## config.mk

```make
export PLATFORM = sky130hd
export DESIGN_NAME = clkgen_top
export DESIGN_NICKNAME = d
export VERILOG_FILES = /design/src/rtl/clkgen_pkg.sv /design/src/rtl/clkgen_ctrl.sv /design/src/rtl/clkgen_div.sv /design/src/rtl/clkgen_top.sv
export SDC_FILE = /design/constraint.sdc
export NUM_CORES = 1
export LEC_CHECK = 0
export BUFFER_PORTS_ARGS = -buffer_cell sky130_fd_sc_hd__buf_2
export CORE_ASPECT_RATIO = 0.6
export CORE_UTILIZATION = 45
export CTS_CLUSTER_DIAMETER = 120
export DETAILED_ROUTE_END_ITERATION = 7
export HOLD_SLACK_MARGIN = 0.1
export PLACE_DENSITY_LB_ADDON = 0.25
export SKIP_LAST_GASP = 1
export SYNTH_ARGS = -nofsm -noshare
export SYNTH_HDL_FRONTEND = slang
export SYNTH_SLANG_ARGS = --single-unit
```

## constraint.sdc

```tcl
create_clock -name clk -period 6.46 [get_ports clk]
set_input_delay 0.323 -clock clk [delete_from_list [all_inputs] [get_ports clk]]
set_output_delay 0.323 -clock clk [all_outputs]
set_load 0.02 [all_outputs]
```

## src/rtl/clkgen_pkg.sv

```systemverilog
package clkgen_pkg;

  // Strobes from the knob decoder to the divider datapath
  typedef struct packed {
    logic stepUp;
    logic stepDown;
  } stepCmd_t;

  // Frequency in Hz of ladder step k: mantissa 1/2/5 times a power of ten
  function automatic longint unsigned stepHz(input int k);
    longint unsigned p;
    longint unsigned m;
    p = 1;
    for (int i = 0; i < k / 3; i++) p = p * 10;
    case (k % 3)
      0:       m = 1;
      1:       m = 2;
      default: m = 5;
    endcase
    return m * p;
  endfunction

endpackage

```

## src/rtl/clkgen_ctrl.sv

```systemverilog
module clkgen_ctrl
  import clkgen_pkg::*;
(
  input  logic     clk,
  input  logic     rst,
  input  logic     encA,
  input  logic     encB,
  output stepCmd_t cmd
);

  localparam logic [1:0] REST = 2'b11;

  logic [1:0] syncA, syncB;
  logic [1:0] prevState;
  logic [1:0] currState;
  logic signed [3:0] quarterAcc;
  logic signed [3:0] accNext;
  logic signed [3:0] delta;
  logic [1:0] posCurr, posPrev, posDiff;
  stepCmd_t cmdNext;

  // Two-stage synchronizers
  always_ff @(posedge clk) begin
    if (rst) begin
      syncA <= 2'b11;
      syncB <= 2'b11;
    end else begin
      syncA <= {syncA[0], encA};
      syncB <= {syncB[0], encB};
    end
  end

  assign currState = {syncA[1], syncB[1]};

  // Position along the clockwise cycle 11 -> 01 -> 00 -> 10
  function automatic logic [1:0] cyclePos(input logic [1:0] s);
    case (s)
      2'b11:   return 2'd0;
      2'b01:   return 2'd1;
      2'b00:   return 2'd2;
      default: return 2'd3;
    endcase
  endfunction

  always_comb begin
    posCurr = cyclePos(currState);
    posPrev = cyclePos(prevState);
    posDiff = posCurr - posPrev;
    case (posDiff)
      2'd1:    delta = 4'sd1;
      2'd3:    delta = -4'sd1;
      default: delta = 4'sd0;   // no move, or a skipped state
    endcase
    accNext = quarterAcc + delta;
    cmdNext = '0;
    if (currState == REST) begin
      cmdNext.stepUp   = (accNext == 4'sd4);
      cmdNext.stepDown = (accNext == -4'sd4);
    end
  end

  always_ff @(posedge clk) begin
    if (rst) begin
      prevState  <= REST;
      quarterAcc <= '0;
      cmd        <= '0;
    end else begin
      prevState  <= currState;
      quarterAcc <= (currState == REST) ? 4'sd0 : accNext;
      cmd        <= cmdNext;
    end
  end


  strobe_excl_chk: assert property (@(posedge clk) disable iff (rst)
    $onehot0({cmd.stepUp, cmd.stepDown}));


  acc_bound_chk: assert property (@(posedge clk) disable iff (rst)
    (quarterAcc <= 4'sd4) && (quarterAcc >= -4'sd4));

endmodule

```

## src/rtl/clkgen_div.sv

```systemverilog
module clkgen_div
  import clkgen_pkg::*;
#(
  parameter int REF_HZ  = 16_000_000,
  parameter int DECADES = 6
) (
  input  logic     clk,
  input  logic     rst,
  input  stepCmd_t cmd,
  output logic     clkOut,
  output logic [$clog2(3*DECADES+1)-1:0] stepIdx
);

  localparam int NUM_STEPS = 3 * DECADES + 1;
  localparam int STEP_W    = $clog2(NUM_STEPS);
  localparam int HALF_MAX  = REF_HZ / 2;
  localparam int CNT_W     = $clog2(HALF_MAX + 1);
  localparam logic [STEP_W-1:0] LAST_STEP = STEP_W'(NUM_STEPS - 1);

  logic [CNT_W-1:0] halfTable [NUM_STEPS];
  logic [CNT_W-1:0] activeHalf;
  logic [CNT_W-1:0] cnt;
  logic             phaseEnd;

  // Half-period count per step, computed at elaboration
  for (genvar g = 0; g < NUM_STEPS; g++) begin : g_table
    localparam longint unsigned HALF_VAL = (longint'(REF_HZ) / 2) / stepHz(g);
    assign halfTable[g] = HALF_VAL[CNT_W-1:0];
  end

  // Saturating step register
  always_ff @(posedge clk) begin
    if (rst) begin
      stepIdx <= '0;
    end else if (cmd.stepUp && stepIdx != LAST_STEP) begin
      stepIdx <= stepIdx + 1'b1;
    end else if (cmd.stepDown && stepIdx != '0) begin
      stepIdx <= stepIdx - 1'b1;
    end
  end

  assign phaseEnd = (cnt == activeHalf - 1'b1);

  // Divider: reload the half count only on an output edge
  always_ff @(posedge clk) begin
    if (rst) begin
      clkOut     <= 1'b0;
      cnt        <= '0;
      activeHalf <= halfTable[0];
    end else if (phaseEnd) begin
      clkOut     <= ~clkOut;
      cnt        <= '0;
      activeHalf <= halfTable[stepIdx];
    end else begin
      cnt <= cnt + 1'b1;
    end
  end


  step_range_chk: assert property (@(posedge clk) disable iff (rst)
    stepIdx <= LAST_STEP);


  step_delta_chk: assert property (@(posedge clk) disable iff (rst)
    (stepIdx == $past(stepIdx)) || (stepIdx == $past(stepIdx) + 1'b1) ||
    (stepIdx == $past(stepIdx) - 1'b1));


  reload_edge_chk: assert property (@(posedge clk) disable iff (rst)
    (activeHalf != $past(activeHalf)) |-> (clkOut != $past(clkOut)));


  cnt_bound_chk: assert property (@(posedge clk) disable iff (rst)
    cnt < activeHalf);


  reset_state_chk: assert property (@(posedge clk)
    $past(rst) |-> (!clkOut && stepIdx == '0));

endmodule

```

## src/rtl/clkgen_top.sv

```systemverilog
module clkgen_top
  import clkgen_pkg::*;
#(
  parameter int REF_HZ  = 16_000_000,
  parameter int DECADES = 6
) (
  input  logic clk,
  input  logic rst,
  input  logic encA,
  input  logic encB,
  output logic clkOut,
  output logic [$clog2(3*DECADES+1)-1:0] stepIdx
);

  stepCmd_t stepCmd;

  clkgen_ctrl i_ctrl (
    .clk  (clk),
    .rst  (rst),
    .encA (encA),
    .encB (encB),
    .cmd  (stepCmd)
  );

  clkgen_div #(
    .REF_HZ  (REF_HZ),
    .DECADES (DECADES)
  ) i_div (
    .clk     (clk),
    .rst     (rst),
    .cmd     (stepCmd),
    .clkOut  (clkOut),
    .stepIdx (stepIdx)
  );

endmodule

```

### After elaboration in Yosys (flattened, before gate mapping)

Memories as Yosys holds them, arrays and structs flattened. A register that Yosys moved wholly into a read port is not among the register bits.
Cells that the tools add are included.

* $add $sub $neg: 6
* bitwise gates (word level): 3
* reduce and logical (&&, ||, !) cells: 9
* eq/ne operators: 10
* muxes and demuxes: 5

Operators with widths (count)
* 23-bit by 1-bit adder with 23-bit output (second input constant): 1
* 23-bit equality test: 1
* 23-bit by 1-bit subtractor with 23-bit output (second input constant): 1
* 2-bit one-hot mux with 3 select lines: 2
* 5-bit two-way mux: 2
* 4-bit one-hot mux with 2 select lines: 1
* 2-bit by 1-bit equality test with 1-bit output (second input constant): 3
* 2-bit equality test (second input constant): 3
* 5-bit NOT with 6-bit output: 1
* 2-bit OR reduction: 3
* 5-bit by 1-bit adder with 5-bit output (second input constant): 1
* 5-bit inequality test (second input constant): 1
* 5-bit nonzero test: 1
* 5-bit by 1-bit subtractor with 5-bit output (second input constant): 1
* 4-bit adder: 1
* 4-bit by 3-bit equality test with 1-bit output (second input constant): 1
* 4-bit equality test (second input constant): 1
* 2-bit zero test: 2
* 1-bit logical AND: 2
* 1-bit NOT: 2
* 2-bit nonzero test: 1
* 2-bit subtractor: 1

* output and inout bits: 6
* memory bits (read-only): 736
* memories: 1
* word-level logic and storage cells: 43
* flip-flop bits (word level): 41
* input bits: 4

Memory list
* (name not given): words 32, bits a word 23, read ports 1, clocked after Yosys merged registers in 1, write ports 0, line clkgen_div.sv:53 `activeHalf <= halfTable[stepIdx];`

### Longest topological paths before layout

Gate-level depths: netlist of run 1.

* word-level depth: 7
* mapped depth: 12
* gate-level depth less buffers: 12

### Cells and area by module

A second synthesis of run 1 with hierarchy kept.

* cell total of the unflattened synthesis: 456
* area, all modules: 3857.4 um^2

By module, submodules not included
* clkgen_div: seq. area each 980.9 um^2, times used 1, cells an instance 397, area each 3229.3 um^2
* clkgen_ctrl: seq. area each 240.2 um^2, times used 1, cells an instance 59, area each 628.1 um^2

### Worst setup path after synthesis of run 1

No wires, ideal clock.

* kind: reg2reg
* start: reg i_div.activeHalf[3]
* end: reg i_div.activeHalf[18]
* setup time: 132 ps
* clock period less this slack: 2874 ps
* cell stages (with the launch flop): 12
* path slack: 3586 ps
* data arrival time: 2742 ps
* buffers on the path: 3
* required time: 6328 ps
* path through: dfxtp_1 inv_1 ha_1 buf_2 or3b_2 nor4_4 o2111ai_2 or4b_1 buf_2 clkbuf_1 o211ai_1 o41ai_2

* word-level cells in the longest chain between the ends: 2

RTL lines
* start, declared: line clkgen_div.sv:21 `logic [CNT_W-1:0] activeHalf;`
* 23-bit by 1-bit subtractor with 23-bit output: line clkgen_div.sv:42 `assign phaseEnd = (cnt == activeHalf - 1'b1);`
* 23-bit equality test: line clkgen_div.sv:42

Every way passes these cells.
A chain may end at the register's enable or synchronous reset.

### Final worst setup path of run 1

* start: reg i_div.activeHalf[3]
* end: reg i_div.activeHalf[22]

The elaborated chain is that of the path after synthesis.

==> results of run 1 <==
-- layout make-up --
type / count / area, sq um
Clock inverter: 1 / 30.0
Sequential cell: 61 / 1220
Clock buffer: 13 / 270
Tap cell: 112 / 140
Timing Repair Buffer: 9 / 45.0
Inverter: 21 / 78.8
Multi-Input combinational cell: 365 / 2520
Fill cell: 833 / 4220
-- per-layer routing --
metal	GRT usage (%)	part of all wire, %	vias to the layer above
met1	35.9	54	1602
met2	30.6	37	110
met5	0	0	-
met3	7.50	7.7	9
li1	-	-	1696
met4	6.02	0.97	0
-- final timing paths --
| check | start | to | slack, ns | cells after the start |
|---|---|---|---|---|
| hold / removal | encB | i_ctrl.syncB[0] | 0.18 | 2 |
| hold reg to reg | i_ctrl.syncA[0] | i_ctrl.syncA[1] | 0.41 | 1 |
| setup / recovery | i_div.activeHalf[3] | i_div.activeHalf[22] | 2.95 | 9 |
| setup reg to reg | i_div.activeHalf[3] | i_div.activeHalf[22] | 2.95 | 9 |
-- cells by family after synthesis --
group / Yosys count
flip-flops: 61
XOR/XNOR: 53
multiplexers: 6
AND/OR/NAND/NOR: 191
AO/OA/AOI/OAI: 94
buffers and inverters: 53
adder cells (fa/ha/maj): 21
-- registers in the layout, indices dropped and copies added (netlist names), 2 cells and up --
name               flops
i_ctrl.cmd             2
i_ctrl.syncA           2
i_div.cnt             23
i_div.stepIdx          5
i_div.activeHalf      20
i_ctrl.syncB           2
i_ctrl.quarterAcc      4
i_ctrl.prevState       2
-- cell usage in the layout, fill, tap and decap left out, types with 4 or more instances in the layout --
master      n
a21oi_1    15
nor4_1      8
or2_2       7
ha_1       19
or3_1       6
and4_1      5
and3_1      5
inv_1      20
a211oi_1    6
clkbuf_16   9
nor3b_1     4
dfxtp_1    61
nand4_1    10
nand3_1    18
xnor2_1    32
o211ai_1   14
nand2_1    34
nor2_1     37
xor2_1     21
buf_2       9
o21ai_0    20
mux2i_1     6
o41ai_1     4
nor3_1     37
-- metrics by stage --
stage	setup WS [ns]	utilization [%]	instances	total power (uW)	hold WS, ns
after floorplan	3.59	-	479	435	0.389
after global placement	3.09	47.0	568	447	0.399
after detailed placement	3.02	47.0	568	447	0.397
after CTS	2.99	50.5	582	944	0.168
after global routing	2.67	50.5	582	967	0.173
final	2.95	50.5	582	933	0.175
-- power by group through the flow --
stage | Clock, uW | Combinational (uW) | Sequential (uW)
6_report | 493 | 52.9 | 388
5_1_grt | 519 | 59.8 | 388
4_1_cts | 504 | 52.8 | 387
3_5_place_dp | 0 | 52.1 | 395
3_3_place_gp | 0 | 51.9 | 395
2_1_floorplan | 0 | 41.2 | 394
==> flow_summary.toml, run 1 <==
[clocking]
cts-htree-levels = 3
cts-root-buf = "clkbuf_16"
cts_setup_buffers = 0
clk_path_buf_depth = 2
hold_buffers = 0
clkSlewWorstSetupHoldPaths_ns = 0.05
clkLatencyLatePin_ns = 0.34
tritoncts = "built"
cts_sinks = 61
cts_inserted_buffers = 9
cts_resized = 0

[yosys]
synthXorXnorAreaFrac_pct = 11.7
synth_compound_area_share_pct = 16.8
synth_edf_count = 0
syn_nets = 504
synth_adder_area_share_pct = 7.01
ys_seq_area_share_pct = 30.8
yosys.area_share.simple_pct = 26.5
synth_area_leaders = "dfxtp_1, xnor2_1, ha_1"
async_reset_ff_share_pct = 0
synthCells = 479
avgSynthCellArea_sq_um = 8.28
synth_top_area_share_pct = 30.8
yosysMostFrequentCell = "dfxtp_1"
synth_common_cells = "dfxtp_1, nor2_1, nor3_1"
yosys_warnings = 0
synth_cell_types = 67
synth_top_family_by_area = "simple AND/OR/NAND/NOR gates"
synth-main-ff-cell = "dfxtp_1"
yosysTopAreaCell = "dfxtp_1"
synth.area.mux_share_pct = 1.52
synth_seq_cells = 61
syn_area_sq_um = 3960

[worst_setup_path]
required_ns = 6.65
cp-start-kind = "flop"
critPathKind = "reg2reg"
cp.arrival_ns = 3.70
cp_top_family = "simple AND/OR/NAND/NOR gates"
cp-end-kind = "flop"
crit_path_top_delay_cell = "or4b_1"
crit_chain = "inv_1 > ha_1 > nor3b_1 > and4_1 > and4_1 > o211ai_1 > or4b_1 > nor2_1 > a31oi_1"
worstPathMaxFanout = 17
cp.buffers_inverters = 1
crit_top_cell = "and4_1"
max_stage_delay_ns = 0.86

[floorplanning]
start_util_pct = 46.5
io-pin-count = 10
fp.dieW_microns = 123
placementRows = 26
fp.dieH_microns = 74.7
dieArea_sq_um = 9200
design.core.area_sq_um = 8520

[finish]
syn2layout_area_growth_pct = 8.55
antennaDiodeCount = 0
drive_gt1_share_pct = 9.15
finalNetCount = 492
postLayoutCellArea_sq_um = 4300

[global_routing]
track_usage_pct = 23.4
antenna_found_initial = 0
grt_pass1_vias = 3014
grt_pass1_wl_microns = 16000
grt_max_degree = 55
grt.overflow.total = 0

[power_and_ir_drop]
p_leak_uw = 0.00151
p_seq_share_pct = 41.5
powerDensity_nw_per_um2 = 217
p_comb_share_pct = 5.7
internal-power_uw = 727
clockPowerShare_pct = 52.8
swShare_pct = 22.1
power.switching_uw = 206
ir_worst_vdd_mv = 0.117

[outcome]
run_status = "completed"

[detailed_routing]
antenna_left = 0
avgViaCountPerCell = 5.87
wl_microns = 9790
dr.pass1.iters = 5
drc = 0
dr_total_vias = 3417
drt_iter0_drc = 378
routedWlPerCell_microns = 16.8

[sta]
fmax_ghz = 0.285
finalCriticalPeriod_ns = 3.51
rsz0062_at_grt = "false"
skew_ns = 0.0105
setup_violations = 0
period_share_pct = 54.4
finalHoldViolations = 0
worstMarginPinSlew_ns = 1.03
setup-tns-final_ns = 0
slew_violations = 0
maxSlewHeadroom_pct = 31.1

[place]
place.gp.congestion = 0.881
dpl.hpwl_microns = 7120
portBuffers = 9
place_area_sq_um = 4000

[run]
max_cap_violations = 0

[worst_hold_path]
min_path_type = "in2reg"
Note: power is estimated with default switching activity, not from simulation.
==> inputs of run 2 (changes only) <==
Clock period 6.46 ns to 3.05 ns, I/O delays scaled along.
==> run 2 against run 1 <==
- setup slack got worse by 2.9 ns
- sequential cell count unchanged
- clock skew shrank 0.0017 ns
- fmax increased by 19%
- largest cell class unchanged
- highest routed layer unchanged
==> flow_summary.toml, run 2 (synthesis results as in run 1) <==
[global_routing]
grt_max_degree = 36
track_usage_pct = 24.7
grt_pass1_wl_microns = 17100
antenna_found_initial = 0
grt_pass1_vias = 3199
grt.overflow.total = 0

[detailed_routing]
routedWlPerCell_microns = 17.0
drt_iter0_drc = 220
wl_microns = 10400
antenna_left = 0
avgViaCountPerCell = 5.88
drc = 0
dr.pass1.iters = 5
dr_total_vias = 3609

[finish]
antennaDiodeCount = 0
reg_top3 = "i_div.cnt x23, i_div.activeHalf x20, i_div.stepIdx x5"
drive_gt1_share_pct = 15.9
regMostFlops = "i_div.cnt"
largest_reg_flops = 23
fin_util_pct = 53.9
most-common-layout-cells = "dfxtp_1, nor2_1, nor3_1"
stdcell_count = 614
finalNetCount = 522
layout_commonest_cell = "dfxtp_1"
syn2layout_area_growth_pct = 15.8

[clocking]
tritoncts = "built"
cts_sinks = 61
cts-htree-levels = 3
clkLatencyLatePin_ns = 0.34
clkSlewWorstSetupHoldPaths_ns = 0.06
cts-root-buf = "clkbuf_16"
clk_path_buf_depth = 2
cts_inserted_buffers = 9

[floorplanning]
io-pin-count = 10
placementRows = 26
fp.dieW_microns = 123
dieArea_sq_um = 9200
design.core.area_sq_um = 8520
start_util_pct = 46.5
fp.dieH_microns = 74.7

[run]
max_cap_violations = 0

[power_and_ir_drop]
ir_worst_vdd_mv = 0.334
powerDensity_nw_per_um2 = 429
p_leak_uw = 0.00167

[sta]
worstMarginPinSlew_ns = 0.628
fmax_ghz = 0.338
setup_violations = 0
skew_ns = 0.00888
rsz0062_at_grt = "false"
setup-tns-final_ns = 0
maxSlewHeadroom_pct = 58.0
finalHoldViolations = 0
period_share_pct = 97.0
slew_violations = 0
finalCriticalPeriod_ns = 2.96

[outcome]
run_status = "completed"

[place]
dp.cells = 593
place.gp.congestion = 0.931
dpl.hpwl_microns = 7400
portBuffers = 9

[worst_setup_path]
cp-start-kind = "flop"
cp.buffers_inverters = 2
crit_path_top_delay_cell = "or4_4"
required_ns = 3.25
cp-end-kind = "flop"
worstPathMaxFanout = 15
max_stage_delay_ns = 0.58
cp.arrival_ns = 3.16
crit_chain = "buf_4 > or4_4 > nor4_4 > o2111ai_2 > or4b_4 > buf_4 > o211ai_1 > o41ai_2"
critPathKind = "reg2reg"
cp_top_family = "simple AND/OR/NAND/NOR gates"
crit_top_cell = "buf_4"

[worst_hold_path]
min_path_type = "in2reg"
run 2: report_power, final:
| group | internal (uW) | switching [uW] |
|---|---|---|
| Combinational | 47.9 | 82.1 |
| Clock | 652 | 372 |
| Sequential | 808 | 6.15 |
run 2: layout make-up:
class	count	area, sq um
fill	785	3930
inverter	21	78.8
clock inverter	4	47.5
timing repair buffer	38	280
sequential	61	1220
multi-input combinational	366	2570
clock buffer	12	246
tap	112	140
run 2: through the flow:
step | power (uW) | instance area [sq um] | setup WS [ns] | hold slack (ns)
2_1_floorplan | 921 | 3960 | 0.176 | 0.256
3_3_place_gp | 954 | 4200 | 0.113 | 0.346
4_1_cts | 1980 | 4520 | 0.00835 | 0.253
5_1_grt | 2030 | 4590 | 0.00222 | 0.295
3_5_place_dp | 955 | 4200 | 0.0228 | 0.347
6_report | 1970 | 4590 | 0.0907 | 0.262
run 2: repair_timing:
action,in CTS,in global routing
hold buffers,2,0
pin swaps,0,2
endpoints found under the hold margin,2,0
gates cloned,0,1
buffers inserted,0,2
resized for setup,1,8
endpoints found under the setup margin,2,43
run 2: worst paths after layout:
check                                          from                   end  slack (ns)  cells after the start
worst max-delay path            i_div.activeHalf[6]  i_div.activeHalf[18]        0.09                      8
worst min-delay path                            rst   i_ctrl.prevState[1]        0.26                      3
worst max register to register  i_div.activeHalf[6]  i_div.activeHalf[18]        0.09                      8
worst min register to register      i_ctrl.syncB[0]       i_ctrl.syncB[1]        0.41                      1
run 2: worst min-delay path, stage by stage:
cell and delay (ns):
buf_2 0.22, clkinv_1 0.12, nand2_1 0.05
run 2: per-layer routing:
metal  wire length (microns)  global-route usage [%]
met1                    5500                    37.5
met2                    3960                    32.2
met3                     830                    7.50
met4                     152                    8.70
met5                       0                       0
==> inputs of run 3 (changes only) <==
Settings changed: RECOVER_POWER set to 100.
==> run 3 against run 2 <==
- register-to-register slack improved by 0.04 ns
- die area unchanged
- utilization is 0.15 points lower
- sequential cell count did not move
- clock skew about the same
- highest routed layer unchanged
- wire length barely moved
- critical path type unchanged
- combinational power barely moved
- global-route usage is the same
==> flow_summary.toml, run 3 (synthesis results as in run 1) <==
[sta]
worstMarginPinSlew_ns = 0.951
finalCriticalPeriod_ns = 2.92
finalHoldViolations = 0
maxSlewHeadroom_pct = 36.0
period_share_pct = 95.8
skew_ns = 0.00919
whs_ns = 0.263
setup-tns-final_ns = 0
fmax_ghz = 0.342
setup_slack_ns = 0.128
rsz0062_at_grt = "false"
slew_violations = 0
setup_violations = 0

[worst_setup_path]
cp_top_family = "compound AO/OA/AOI/OAI gates"
max_stage_delay_ns = 0.57
cp-start-kind = "flop"
cp-end-kind = "flop"
cp.buffers_inverters = 3
timing.critical_path.to = "i_div.activeHalf[18]"
required_ns = 3.25
worstSetupStartpoint = "i_div.activeHalf[3]"
path_depth = 11
reg2regPathDepth = 11
timing.rr.end = "i_div.activeHalf[18]"
crit_chain = "inv_1 > ha_1 > buf_4 > o21ba_2 > a221oi_1 > a41o_1 > o211ai_1 > or4b_4 > buf_4 > o211ai_1 > o41ai_2"
worstPathMaxFanout = 15
critPathKind = "reg2reg"
reg2reg_from = "i_div.activeHalf[3]"
crit_path_top_delay_cell = "or4b_4"
rrSetupSlack_ns = 0.13
cp.arrival_ns = 3.13

[detailed_routing]
routedWlPerCell_microns = 17.0
drt_iter0_drc = 244
wl_microns = 10400
avgViaCountPerCell = 5.84
antenna_left = 0
drc = 0
dr.pass1.iters = 5
dr_total_vias = 3584

[run]
max_cap_violations = 0

[clocking]
tritoncts = "built"
cts_inserted_buffers = 9
cts-htree-levels = 3
clk_path_buf_depth = 2
clkLatencyLatePin_ns = 0.34
cts-root-buf = "clkbuf_16"
clkSlewWorstSetupHoldPaths_ns = 0.06
cts_sinks = 61

[finish]
syn2layout_area_growth_pct = 15.5
drive_gt1_share_pct = 14.7
antennaDiodeCount = 0
reg_top3 = "i_div.cnt x23, i_div.activeHalf x20, i_div.stepIdx x5"
regMostFlops = "i_div.cnt"
most-common-layout-cells = "dfxtp_1, nor2_1, nor3_1"
multi_input_area_sq_um = 2570
fillers = 792
regArea_sq_um = 1220
largest_reg_flops = 23
finalNetCount = 522
layout_commonest_cell = "dfxtp_1"

[floorplanning]
start_util_pct = 46.5
fp.dieH_microns = 74.7
placementRows = 26
fp.dieW_microns = 123
io-pin-count = 10
design.core.area_sq_um = 8520
dieArea_sq_um = 9200

[place]
place.gp.congestion = 0.931
dp_slack_ns = 0.0228
dpl.hpwl_microns = 7400
portBuffers = 9

[power_and_ir_drop]
p_leak_uw = 0.00165
powerDensity_nw_per_um2 = 430
ir_worst_vdd_mv = 0.334

[global_routing]
grt.overflow.total = 0
grt_max_degree = 36
grt_pass1_wl_microns = 17100
track_usage_pct = 24.7
grt_pass1_vias = 3199
antenna_found_initial = 0

[worst_hold_path]
min_path_type = "in2reg"

[outcome]
run_status = "completed"
## run 3: cell count changes in the layout (fill, tap and decap cells not counted), sizes merged
cell | previous run | this run
buf | 36 | 30
clkbuf | 12 | 18
## run 3: worst register-to-register path: cells and delay by family, from the launching register on
kind	cells	cell delay, ns
buffers and inverters	3	0.44
AOI/OAI and AO/OA	6	1.19
and+or+nand+nor	1	0.57
adders and majority gates	1	0.22
DFF	1	0.37
## run 3: layout make-up
type                            instances  share of cell area, %
Tap cell                              112                   3.06
Timing Repair Buffer                   38                   5.85
Multi-Input combinational cell        366                   56.2
Clock buffer                           12                   5.38
Sequential cell                        61                   26.7
Clock inverter                          4                   1.04
Inverter                               21                   1.72
## run 3: metal layers
metal / wire [microns] / global-route usage, % / part of all wire (%) / vias up
li1: - / - / - / 1766
met1: 5570 / 37.5 / 53 / 1707
met2: 4010 / 32.2 / 38 / 99
met3: 716 / 7.50 / 6.9 / 12
met4: 151 / 8.70 / 1.4 / 0
met5: 0 / 0 / 0 / -
## run 3: worst min-delay path by stage
stage | from | end | slack, ns | depth (start not counted)
global route | rst | i_ctrl.prevState[1] | 0.30 | 3
finish | rst | i_ctrl.prevState[1] | 0.26 | 3
floorplan | encA | i_ctrl.syncA[0] | 0.26 | 1
detailed placement | encA | i_ctrl.syncA[0] | 0.35 | 2
global placement | encB | i_ctrl.syncB[0] | 0.35 | 2
CTS | rst | i_ctrl.prevState[1] | 0.25 | 3
## run 3: timing repair
item / 4_1_cts / 5_1_grt
pin swaps: 0 / 2
setup endpoints to repair: 2 / 43
resized for setup: 1 / 8
hold buffers: 2 / 0
endpoints found under the hold margin: 2 / 0
buffers inserted: 0 / 2
gates cloned: 0 / 1
## run 3: metrics by stage
stage / area, sq um / total power (uW) / utilization (%) / cells
floorplan: 3960 / 921 / - / 479
detailed placement: 4200 / 955 / 49.3 / 593
CTS: 4520 / 1980 / 53.1 / 611
global placement: 4200 / 954 / 49.3 / 593
global route: 4580 / 2030 / 53.7 / 614
finish: 4580 / 1970 / 53.7 / 614
## run 3: power by group
part	internal, uW	switching [uW]	total, uW
clock network	652	374	1030
registers	808	6.11	814
logic	46.8	82.1	129
total	1510	463	1970
